--- config.mk ---
export PLATFORM = sky130hd
export DESIGN_NAME = lane67_codec
export DESIGN_NICKNAME = d
export VERILOG_FILES = /design/src/rtl/lane67_pkg.sv /design/src/rtl/lane67_scrambler.sv /design/src/rtl/lane67_disparity.sv /design/src/rtl/lane67_encoder.sv /design/src/rtl/lane67_decoder.sv /design/src/rtl/lane67_codec.sv
export SDC_FILE = /design/constraint.sdc
export NUM_CORES = 1
export LEC_CHECK = 0
export BUFFER_PORTS_ARGS = -buffer_cell sky130_fd_sc_hd__buf_2
export CORE_MARGIN = 5
export CORE_UTILIZATION = 35
export DETAILED_ROUTE_END_ITERATION = 16
export GPL_TIMING_DRIVEN = 0
export MAX_ROUTING_LAYER = met4
export PLACE_DENSITY = 0.56
export SYNTH_ARGS = -nofsm -noshare
export SYNTH_HDL_FRONTEND = slang
export SYNTH_SLANG_ARGS = --single-unit
--- constraint.sdc ---
create_clock -name clk -period 11.5 [get_ports clk]
set_input_delay 1.15 -clock clk [delete_from_list [all_inputs] [get_ports clk]]
set_output_delay 1.15 -clock clk [all_outputs]
set_load 0.01 [all_outputs]
--- src/rtl/lane67_pkg.sv ---
package lane67_pkg;
  localparam int PAY_W   = 64;
  localparam int SCR_W   = 58;
  localparam int SCR_TAP = 39;
  localparam int TAG_W   = PAY_W - SCR_W;
  localparam int HDR_W   = 3;
  localparam int BLK_W   = PAY_W + HDR_W;
  localparam int INV_BIT = BLK_W - 1;
  localparam int CNT_W   = $clog2(PAY_W) + 1;

  localparam logic [1:0] TY_DATA = 2'b01;
  localparam logic [1:0] TY_CTRL = 2'b10;

  // control blocks keep their top tag field in clear
  localparam logic [PAY_W-1:0] CTRL_MASK = {{TAG_W{1'b0}}, {SCR_W{1'b1}}};

  typedef struct packed {
    logic [SCR_W-1:0] nxt;
    logic [PAY_W-1:0] key;
  } scr_out_t;

  // 64 serial steps of the x^58 + x^39 + 1 generator, first bit lands on MSB
  function automatic scr_out_t scr_run(input logic [SCR_W-1:0] s);
    scr_out_t r;
    logic [SCR_W-1:0] st;
    logic fb;
    st = s;
    r.key = '0;
    for (int i = PAY_W - 1; i >= 0; i--) begin
      fb = st[SCR_W-1] ^ st[SCR_TAP-1];
      r.key[i] = fb;
      st = {st[SCR_W-2:0], fb};
    end
    r.nxt = st;
    return r;
  endfunction

  function automatic logic [CNT_W-1:0] pop_count(input logic [PAY_W-1:0] v);
    logic [CNT_W-1:0] c;
    c = '0;
    for (int i = 0; i < PAY_W; i++) c = c + CNT_W'(v[i]);
    return c;
  endfunction
endpackage

--- src/rtl/lane67_scrambler.sv ---
module lane67_scrambler
  import lane67_pkg::*;
#(
  parameter logic [SCR_W-1:0] SEED = '1
) (
  input  logic             clk,
  input  logic             rst,
  input  logic             adv,
  input  logic             load,
  input  logic [SCR_W-1:0] load_val,
  output logic [SCR_W-1:0] state,
  output logic [PAY_W-1:0] key
);
  logic [SCR_W-1:0] state_q;
  scr_out_t         run;

  always_comb run = scr_run(state_q);

  always_ff @(posedge clk) begin
    if (rst)       state_q <= SEED;
    else if (load) state_q <= load_val;
    else if (adv)  state_q <= run.nxt;
  end

  assign state = state_q;
  assign key   = run.key;

  // the register moves only on a block step or a load
  a_r2_hold_when_idle: assert property (@(posedge clk) disable iff (rst)
    (!adv && !load) |=> $stable(state_q));
endmodule

--- src/rtl/lane67_disparity.sv ---
module lane67_disparity
  import lane67_pkg::*;
#(
  parameter int RD_W = 8
) (
  input  logic             clk,
  input  logic             rst,
  input  logic             step,
  input  logic [PAY_W-1:0] payload,
  output logic             invert
);
  localparam int RD_LIM = PAY_W + 1;

  logic signed [RD_W-1:0] rd_q;
  logic signed [RD_W-1:0] d_plain;
  logic signed [RD_W-1:0] d_sent;
  int                     d_int;

  always_comb begin
    // header of an uninverted block contributes -1 (flag 0, type balanced)
    d_int   = 2 * int'(pop_count(payload)) - (PAY_W + 1);
    d_plain = RD_W'(d_int);
    invert  = (rd_q != 0) && ((d_plain < 0) == (rd_q < 0));
    d_sent  = invert ? -d_plain : d_plain;
  end

  always_ff @(posedge clk) begin
    if (rst)       rd_q <= '0;
    else if (step) rd_q <= rd_q + d_sent;
  end

  // running total stays within one block of balance
  a_r5_rd_bounded: assert property (@(posedge clk) disable iff (rst)
    (rd_q <= RD_LIM) && (rd_q >= -RD_LIM));

  // an inverting step never moves the total away from zero
  a_r4_no_growth: assert property (@(posedge clk) disable iff (rst)
    (step && invert && rd_q > 0) |=> (rd_q <= $past(rd_q)));
endmodule

--- src/rtl/lane67_encoder.sv ---
module lane67_encoder
  import lane67_pkg::*;
#(
  parameter logic [SCR_W-1:0] SEED     = '1,
  parameter logic [TAG_W-1:0] SYNC_TAG = '1,
  parameter int               RD_W     = 8
) (
  input  logic             clk,
  input  logic             rst,
  input  logic             tx_valid,
  input  logic             tx_ctrl,
  input  logic             tx_sync,
  input  logic [PAY_W-1:0] tx_data,
  output logic             enc_valid,
  output logic [BLK_W-1:0] enc_block
);
  logic [SCR_W-1:0] scr_state;
  logic [PAY_W-1:0] scr_key;
  logic [PAY_W-1:0] pl_pre;
  logic [1:0]       ty;
  logic             inv;

  lane67_scrambler #(.SEED(SEED)) u_scr (
    .clk      (clk),
    .rst      (rst),
    .adv      (tx_valid && !tx_sync),
    .load     (1'b0),
    .load_val ('0),
    .state    (scr_state),
    .key      (scr_key)
  );

  always_comb begin
    if (tx_sync) begin
      ty     = TY_CTRL;
      pl_pre = {SYNC_TAG, scr_state};
    end else if (tx_ctrl) begin
      ty     = TY_CTRL;
      pl_pre = tx_data ^ (scr_key & CTRL_MASK);
    end else begin
      ty     = TY_DATA;
      pl_pre = tx_data ^ scr_key;
    end
  end

  lane67_disparity #(.RD_W(RD_W)) u_disp (
    .clk     (clk),
    .rst     (rst),
    .step    (tx_valid),
    .payload (pl_pre),
    .invert  (inv)
  );

  always_ff @(posedge clk) begin
    if (rst) begin
      enc_valid <= 1'b0;
      enc_block <= '0;
    end else begin
      enc_valid <= tx_valid;
      if (tx_valid) enc_block <= {inv, ty, inv ? ~pl_pre : pl_pre};
    end
  end

  // one block per accepted word, one cycle later
  a_r1_block_follows: assert property (@(posedge clk) disable iff (rst)
    tx_valid |=> enc_valid);
  a_r1_no_spurious: assert property (@(posedge clk) disable iff (rst)
    !tx_valid |=> !enc_valid);
  a_r1_type_legal: assert property (@(posedge clk) disable iff (rst)
    enc_valid |-> (enc_block[PAY_W+1] != enc_block[PAY_W]));
  // sync word carries the tag in clear and freezes the register
  a_r3_sync_tag: assert property (@(posedge clk) disable iff (rst)
    (tx_valid && tx_sync) |=>
      ((enc_block[PAY_W-1 -: TAG_W] ^ {TAG_W{enc_block[INV_BIT]}}) == SYNC_TAG));
  a_r3_sync_hold: assert property (@(posedge clk) disable iff (rst)
    (tx_valid && tx_sync) |=> $stable(scr_state));
endmodule

--- src/rtl/lane67_decoder.sv ---
module lane67_decoder
  import lane67_pkg::*;
#(
  parameter logic [SCR_W-1:0] SEED     = '1,
  parameter logic [TAG_W-1:0] SYNC_TAG = '1
) (
  input  logic             clk,
  input  logic             rst,
  input  logic             rx_valid,
  input  logic [BLK_W-1:0] rx_block,
  output logic             dec_valid,
  output logic             dec_ctrl,
  output logic [PAY_W-1:0] dec_data,
  output logic             dec_sync,
  output logic             dec_type_err
);
  logic [SCR_W-1:0] scr_state;
  logic [PAY_W-1:0] scr_key;
  logic [1:0]       ty;
  logic [PAY_W-1:0] pl;
  logic [PAY_W-1:0] clear;
  logic             legal;
  logic             is_sync;
  logic             adv;
  logic             load;

  always_comb begin
    ty      = rx_block[PAY_W +: 2];
    pl      = rx_block[INV_BIT] ? ~rx_block[PAY_W-1:0] : rx_block[PAY_W-1:0];
    legal   = (ty == TY_DATA) || (ty == TY_CTRL);
    is_sync = (ty == TY_CTRL) && (pl[PAY_W-1 -: TAG_W] == SYNC_TAG);
    clear   = pl ^ ((ty == TY_CTRL) ? (scr_key & CTRL_MASK) : scr_key);
    adv     = rx_valid && legal && !is_sync;
    load    = rx_valid && is_sync;
  end

  lane67_scrambler #(.SEED(SEED)) u_scr (
    .clk      (clk),
    .rst      (rst),
    .adv      (adv),
    .load     (load),
    .load_val (pl[SCR_W-1:0]),
    .state    (scr_state),
    .key      (scr_key)
  );

  always_ff @(posedge clk) begin
    if (rst) begin
      dec_valid    <= 1'b0;
      dec_ctrl     <= 1'b0;
      dec_data     <= '0;
      dec_sync     <= 1'b0;
      dec_type_err <= 1'b0;
    end else begin
      dec_valid    <= adv;
      dec_sync     <= load;
      dec_type_err <= rx_valid && !legal;
      if (adv) begin
        dec_ctrl <= (ty == TY_CTRL);
        dec_data <= clear;
      end
    end
  end

  // at most one outcome per received block
  a_r9_one_outcome: assert property (@(posedge clk) disable iff (rst)
    $onehot0({dec_valid, dec_sync, dec_type_err}));
  a_r9_bad_type: assert property (@(posedge clk) disable iff (rst)
    (rx_valid && (rx_block[PAY_W+1] == rx_block[PAY_W])) |=>
      (dec_type_err && !dec_valid && $stable(scr_state)));
  // sync word payload becomes the register state
  a_r8_reload: assert property (@(posedge clk) disable iff (rst)
    (rx_valid && is_sync) |=> (dec_sync && scr_state == $past(pl[SCR_W-1:0])));
endmodule

--- src/rtl/lane67_codec.sv ---
module lane67_codec
  import lane67_pkg::*;
#(
  parameter logic [SCR_W-1:0] SEED     = 58'h155_5555_AAAA_CC33,
  parameter logic [TAG_W-1:0] SYNC_TAG = 6'b101101,
  parameter int               RD_W     = 8
) (
  input  logic             clk,
  input  logic             rst,
  input  logic             tx_valid,
  input  logic             tx_ctrl,
  input  logic             tx_sync,
  input  logic [PAY_W-1:0] tx_data,
  output logic             enc_valid,
  output logic [BLK_W-1:0] enc_block,
  input  logic             rx_valid,
  input  logic [BLK_W-1:0] rx_block,
  output logic             dec_valid,
  output logic             dec_ctrl,
  output logic [PAY_W-1:0] dec_data,
  output logic             dec_sync,
  output logic             dec_type_err
);
  lane67_encoder #(.SEED(SEED), .SYNC_TAG(SYNC_TAG), .RD_W(RD_W)) u_enc (
    .clk       (clk),
    .rst       (rst),
    .tx_valid  (tx_valid),
    .tx_ctrl   (tx_ctrl),
    .tx_sync   (tx_sync),
    .tx_data   (tx_data),
    .enc_valid (enc_valid),
    .enc_block (enc_block)
  );

  lane67_decoder #(.SEED(SEED), .SYNC_TAG(SYNC_TAG)) u_dec (
    .clk          (clk),
    .rst          (rst),
    .rx_valid     (rx_valid),
    .rx_block     (rx_block),
    .dec_valid    (dec_valid),
    .dec_ctrl     (dec_ctrl),
    .dec_data     (dec_data),
    .dec_sync     (dec_sync),
    .dec_type_err (dec_type_err)
  );
endmodule

### Yosys cells after proc, flatten, opt, wreduce, memory -nomap -nowiden

Index checks and enable logic that the tools add are counted.

| word-level totals | value |
|---|---|
| register bits | 260 |
| input bits | 137 |
| output and inout bits | 136 |

| cells by class | value |
|---|---|
| add/subtract/negate cells | 66 |
| order comparisons | 2 |
| eq/ne operators | 4 |
| multiplexer cells | 10 |
| bitwise gates (word level) | 133 |
| reductions and logical operators | 13 |

Operator list:

| cell | number |
|---|---|
| adder 7 x 1 -> 7 bit | 57 |
| two-way mux 64 bit | 5 |
| NOT 64 bit | 2 |
| XOR 1 bit | 128 |
| XOR 64 bit | 2 |
| two-way mux 58 bit | 2 |
| XOR 64 x 58 -> 64 bit | 1 |
| nonzero test 32 bit | 1 |
| < comparator 8 x 1 -> 1 bit, second input constant | 2 |
| adder 8 bit | 1 |
| two-way mux 8 bit | 1 |
| negation 8 bit | 1 |
| subtractor 8 x 7 -> 8 bit, second input constant | 1 |
| adder 6 x 1 -> 7 bit | 1 |
| logical AND 1 bit | 7 |
| adder 5 x 1 -> 6 bit | 1 |
| equality test 6 bit, second input constant | 1 |
| adder 4 x 1 -> 5 bit | 1 |
| adder 3 x 1 -> 4 bit | 1 |
| two-way mux 2 bit | 2 |
| adder 2 x 1 -> 3 bit | 1 |
| zero test 1 bit | 3 |
| adder 1 x 1 -> 2 bit | 1 |
| equality test 2 x 1 -> 1 bit, second input constant | 1 |
| 4 further kinds | 4 |

### Longest topological paths before layout

| logic depth | value |
|---|---|
| depth in word-level cells | 74 |
| depth in mapped cells | 39 |

### Cells and area by module

From an unflattened synthesis, not the netlist that was laid out.

| second synthesis, totals | value |
|---|---|
| cell total of the unflattened synthesis | 2058 |
| area total of the unflattened synthesis | 18136.1 sq um |

By module, submodules not included:

| module | times used | cells an instance | area an instance (sq um) |
|---|---|---|---|
| lane67_scrambler | 2 | 346 | 3143.0 |
| lane67_encoder | 1 | 655 | 5171.2 |
| lane67_decoder | 1 | 441 | 4181.5 |
| lane67_disparity | 1 | 270 | 2497.4 |

### Worst setup path before layout

OpenSTA, ideal clock, no wires.

| timing | value |
|---|---|
| path kind | input-to-reg |
| start | input port tx_ctrl |
| end | register u_enc.u_disp.rd_q[7] |
| setup time | 74 ps |
| arrival | 10074 ps |
| required time | 11426 ps |
| setup slack | 1352 ps |
| stages on the path | 36 |
| cell sequence | clkbuf_1 > o21ai_0 > or3b_2 > fa_1 > inv_1 > fa_1 > inv_1 > fa_1 > inv_1 > fa_1 > inv_1 > fa_1 > fa_1 > fa_1 > inv_1 > fa_1 > inv_1 > ha_1 > fa_1 > a211o_1 > and3_4 > o31a_1 > a21o_1 > a21o_1 > and2_4 > buf_6 > buf_6 > xnor2_1 > ha_1 > a21o_1 > a21oi_1 > o21bai_1 > a2111oi_0 > or3_1 > or4_1 > a31oi_1 |

| between the ends | value |
|---|---|
| longest elaborated chain between the ends | 71 |
| elaborated cells between the ends (all ways) | 72 |
| classes of those cells | 66 x add/sub; 1 x order compare; 1 x eq/ne; 3 x mux; 1 x reduce/logical |

RTL lines:

| element | RTL line | source |
|---|---|---|
| from (decl) | lane67_codec.sv:11 | `input logic tx_ctrl,` |
| two-way mux 64 bit (*) | lane67_encoder.sv:37 | `end else if (tx_ctrl) begin` |
| two-way mux 64 bit (*) | lane67_encoder.sv:34 | `if (tx_sync) begin` |
| adder 1 x 1 -> 2 bit | lane67_pkg.sv:41 | `for (int i = 0; i < PAY_W; i++) c = c + CNT_W'(v[i]);` |
| adder 2 x 1 -> 3 bit | lane67_pkg.sv:41 |  |
| adder 3 x 1 -> 4 bit | lane67_pkg.sv:41 |  |
| adder 4 x 1 -> 5 bit | lane67_pkg.sv:41 |  |
| adder 5 x 1 -> 6 bit | lane67_pkg.sv:41 |  |
| adder 6 x 1 -> 7 bit | lane67_pkg.sv:41 |  |
| adder 7 x 1 -> 7 bit (56 in series) | lane67_pkg.sv:41 |  |
| adder 7 x 1 -> 7 bit (*) | lane67_pkg.sv:41 |  |
| subtractor 8 x 7 -> 8 bit (*) | lane67_disparity.sv:21 | `d_int = 2 * int'(pop_count(payload)) - (PAY_W + 1);` |
| < comparator 8 x 1 -> 1 bit | lane67_disparity.sv:23 | `invert = (rd_q != 0) && ((d_plain < 0) == (rd_q < 0));` |
| equality test 1 bit | lane67_disparity.sv:23 |  |
| logical AND 1 bit | lane67_disparity.sv:23 |  |
| two-way mux 8 bit (*) | lane67_disparity.sv:24 | `d_sent = invert ? -d_plain : d_plain;` |
| adder 8 bit (*) | lane67_disparity.sv:29 | `else if (step) rd_q <= rd_q + d_sent;` |
| to (signal assigned) | lane67_disparity.sv:29 |  |
| to (decl) | lane67_disparity.sv:14 | `logic signed [RD_W-1:0] rd_q;` |

Mark *: on every way between the ends. The rest lies on a longest branch, timed or not.
A chain may end at the register's enable or synchronous reset.

### Final worst setup path

| timing | value |
|---|---|
| start | input port tx_sync |
| end | register u_enc.u_disp.rd_q[7] |

| between the ends | value |
|---|---|
| longest elaborated chain between the ends | 70 |
| elaborated cells between the ends (all ways) | 71 |
| classes of those cells | 66 x add/sub; 1 x order compare; 1 x eq/ne; 2 x mux; 1 x reduce/logical |

RTL lines:

| element | RTL line | source |
|---|---|---|
| from (decl) | lane67_codec.sv:12 | `input logic tx_sync,` |
| two-way mux 64 bit (*) | lane67_encoder.sv:34 |  |
| adder 1 x 1 -> 2 bit | lane67_pkg.sv:41 |  |
| adder 2 x 1 -> 3 bit | lane67_pkg.sv:41 |  |
| adder 3 x 1 -> 4 bit | lane67_pkg.sv:41 |  |
| adder 4 x 1 -> 5 bit | lane67_pkg.sv:41 |  |
| adder 5 x 1 -> 6 bit | lane67_pkg.sv:41 |  |
| adder 6 x 1 -> 7 bit | lane67_pkg.sv:41 |  |
| adder 7 x 1 -> 7 bit (56 in series) | lane67_pkg.sv:41 |  |
| adder 7 x 1 -> 7 bit (*) | lane67_pkg.sv:41 |  |
| subtractor 8 x 7 -> 8 bit (*) | lane67_disparity.sv:21 |  |
| < comparator 8 x 1 -> 1 bit | lane67_disparity.sv:23 |  |
| equality test 1 bit | lane67_disparity.sv:23 |  |
| logical AND 1 bit | lane67_disparity.sv:23 |  |
| two-way mux 8 bit (*) | lane67_disparity.sv:24 |  |
| adder 8 bit (*) | lane67_disparity.sv:29 |  |

Marks and branches as above.

==> impl_metrics.json <==
{
  "yosysTopAreaCell": "dfxtp_1",
  "utilization_pct": 42.5,
  "portBuffers": 271,
  "synthSimpleGateAreaFrac_pct": 16.6,
  "drive_above_1_share_pct": 16.7,
  "drcViolationCount": 0,
  "gr-usage-all-layers_pct": 24.8,
  "synth_xor_xnor_area_share_pct": 18.5,
  "synth_common_cells": "dfxtp_1, nand2_1, xnor2_1",
  "grt_max_degree": 15,
  "hold_viol_final": 0,
  "synthMuxAreaShare_pct": 0.258,
  "fin_hold_ws_ns": 0.444,
  "cts_max_level": 1,
  "hpwl_mm": 48.7,
  "avgViaCountPerCell": 5.26,
  "start_kind": "input port",
  "grt_pass1_wl_mm": 88.7,
  "cpPeakStageDelay_ns": 0.59,
  "criticalPathCategory": "in2reg",
  "postCtsSetupBuffers": 0,
  "syn_area_per_cell_sq_um": 8.35,
  "clkSlewWorstSetupHoldPaths_ns": 0.07,
  "final_area_sq_um": 18700,
  "arrival_ns": 11.58,
  "syn-num-nets": 2075,
  "synth_edf_count": 0,
  "min_period_over_period_pct": 96.2,
  "area_growth_pct": 20.4,
  "cts_tree": "yes",
  "cts_inserted_buffers": 31,
  "relSlewSlack_pct": 24.5,
  "synthAdderAreaFrac_pct": 8.94,
  "final_nets": 2379,
  "max_freq_mhz": 90.4,
  "drtIter0Drc": 1304,
  "post_dp_cell_area_sq_um": 17600,
  "dr_total_vias": 14600,
  "clock_sinks": 260,
  "async_flop_share_pct": 0,
  "rsz0062_at_grt": "no",
  "core_area_sq_um": 44000,
  "ys_seq_elements": 260,
  "wl_per_cell_um": 21.9,
  "crit_slowest_cell": "fa_1",
  "chipHeight_um": 221,
  "ant_nets": 0,
  "cts_hold_buf": 0,
  "status": "finished clean",
  "yosys_warnings": 0,
  "crit_top_cell": "fa_1",
  "cp.required_ns": 12.01,
  "synth_most_common_cell": "dfxtp_1",
  "synthesis.area_sq_um": 15500,
  "overflow": 0,
  "io_pins": 273,
  "synth_compound_area_share_pct": 17.0,
  "cts.path.max_buffers": 3,
  "setup_viol": 0,
  "clock_latency_ns": 0.59,
  "endpoint_kind": "flop",
  "maxSlewViolCount": 0,
  "synth_area_leaders": "dfxtp_1, xnor2_1, fa_1, xor2_1, nand2_1",
  "hold_path_class": "reg2reg",
  "reg2reg_depth": 35,
  "routed_wl_mm": 60.8,
  "syn_inst": 1860,
  "cp_max_fo": 10,
  "dr.pass1.iters": 5,
  "synth.top_cell.area_share_pct": 33.5,
  "num-fill-cells": 4528,
  "gp_congestion": 0.995,
  "drv_cap": 0,
  "worst_slew_pin_slew_ns": 1.12,
  "synth_top_family_by_area": "XOR/XNOR gates",
  "ys_seq_area_share_pct": 33.5,
  "fin_crit_ns": 11.07,
  "root_buffer": "clkbuf_16",
  "initial_utilization_pct": 35.3,
  "dieArea_sq_um": 48700,
  "die_x_um": 221,
  "synth.distinct_cells": 54,
  "holdPathStages": 2,
  "antenna_found_initial": 3,
  "grt_pass1_vias": 14200,
  "clock_skew_ns": 0.0262,
  "ys.flop_type": "dfxtp_1",
  "rows": 77
}
placed cells by master, fill, tap and decap left out, types with 12 or more instances in the layout:
cell       netlist  final
inv_1           63     63
xor2_1         121    121
clkbuf_16        0     31
a21oi_1        123    123
and2_1          24     24
xnor2_1        207    207
o21ai_0         58     57
a31oi_1         24     24
a211oi_1        35     35
o31ai_1         23     23
o211ai_1        12     12
nand3_1         14     14
fa_1            55     55
a21boi_0        21     21
dfxtp_1        260    260
a2111oi_0       18     18
clkbuf_1        97    100
a211o_1         31     31
nand3b_1        22     22
ha_1            23     23
nor3_1          79     79
o21ai_1         29     30
nand2_1        227    227
buf_2           19    290
nor2_1         189    189
worst max-delay path, delay by kind of cell:
kind | cells | cell delay (ns)
adder cells (fa/ha/maj) | 11 | 5.17
AO/OA/AOI/OAI | 9 | 1.79
AND/OR/NAND/NOR | 6 | 1.67
buffers and inverters | 9 | 1.63
XOR/XNOR | 1 | 0.16
layer usage:
layer,vias to the layer above,track usage (%),part of all wire [%]
met3,110,4.02,8.5
met5,-,-,0
met2,642,39.1,46
met1,7025,33.1,43
met4,0,6.91,3.3
li1,6856,-,-
cells by family after synthesis:
logic type                 count (synthesis)
and+or+nand+nor                          585
xor gates and xnor gates                 328
adders and majority gates                 78
muxes                                      4
AOI/OAI and AO/OA                        408
buffers and inverters                    197
DFF                                      260
final timing paths:
path | from | end | slack [ns]
hold / removal | u_enc.enc_block[42] | u_enc.enc_block[42] | 0.44
hold reg to reg | u_enc.enc_block[42] | u_enc.enc_block[42] | 0.44
setup reg to reg | u_enc.u_scr.state[56] | u_enc.u_disp.rd_q[7] | 0.73
setup / recovery | tx_sync | u_enc.u_disp.rd_q[7] | 0.43
cell type report:
class / instances / area, sq um / share of cell area (%)
clock inverters: 13 / 193 / 1.03
well taps: 592 / 741 / 3.96
inverters: 64 / 240 / 1.28
clock buffers: 41 / 873 / 4.67
flip-flops and latches: 260 / 5200 / 27.8
repair buffers: 271 / 1360 / 7.25
multi-input cells: 1403 / 9530 / 50.9
diodes: 3 / 7.51 / 0.0401
plain buffers: 133 / 563 / 3.01
what timing repair did:
| action | 4_1_cts | 5_1_grt |
|---|---|---|
| endpoints found under the hold margin | 0 | 0 |
| endpoints found under the setup margin | 0 | 1 |
| gates resized for setup | 0 | 4 |
registers in the layout, indices dropped and copies added, names as in the netlist:
signal,flops
u_dec.dec_type_err,1
u_enc.u_disp.rd_q,8
u_dec.dec_sync,1
u_dec.dec_ctrl,1
u_enc.enc_valid,1
u_dec.dec_data,64
u_dec.u_scr.state,58
u_enc.u_scr.state,58
u_dec.dec_valid,1
u_enc.enc_block,67
per-stage QoR:
stage	cells	worst slack [ns]	TNS (ns)
after floorplan	1860	1.35	0
after global placement	2723	-0.0538	-0.0538
after detailed placement	2723	-0.148	-0.148
after CTS	2777	0.445	0
after global routing	2780	0.0138	0
final	2780	0.432	0
Power is not shown: default switching activity piles up to over one toggle a cycle in this logic, so the estimate is an artifact.
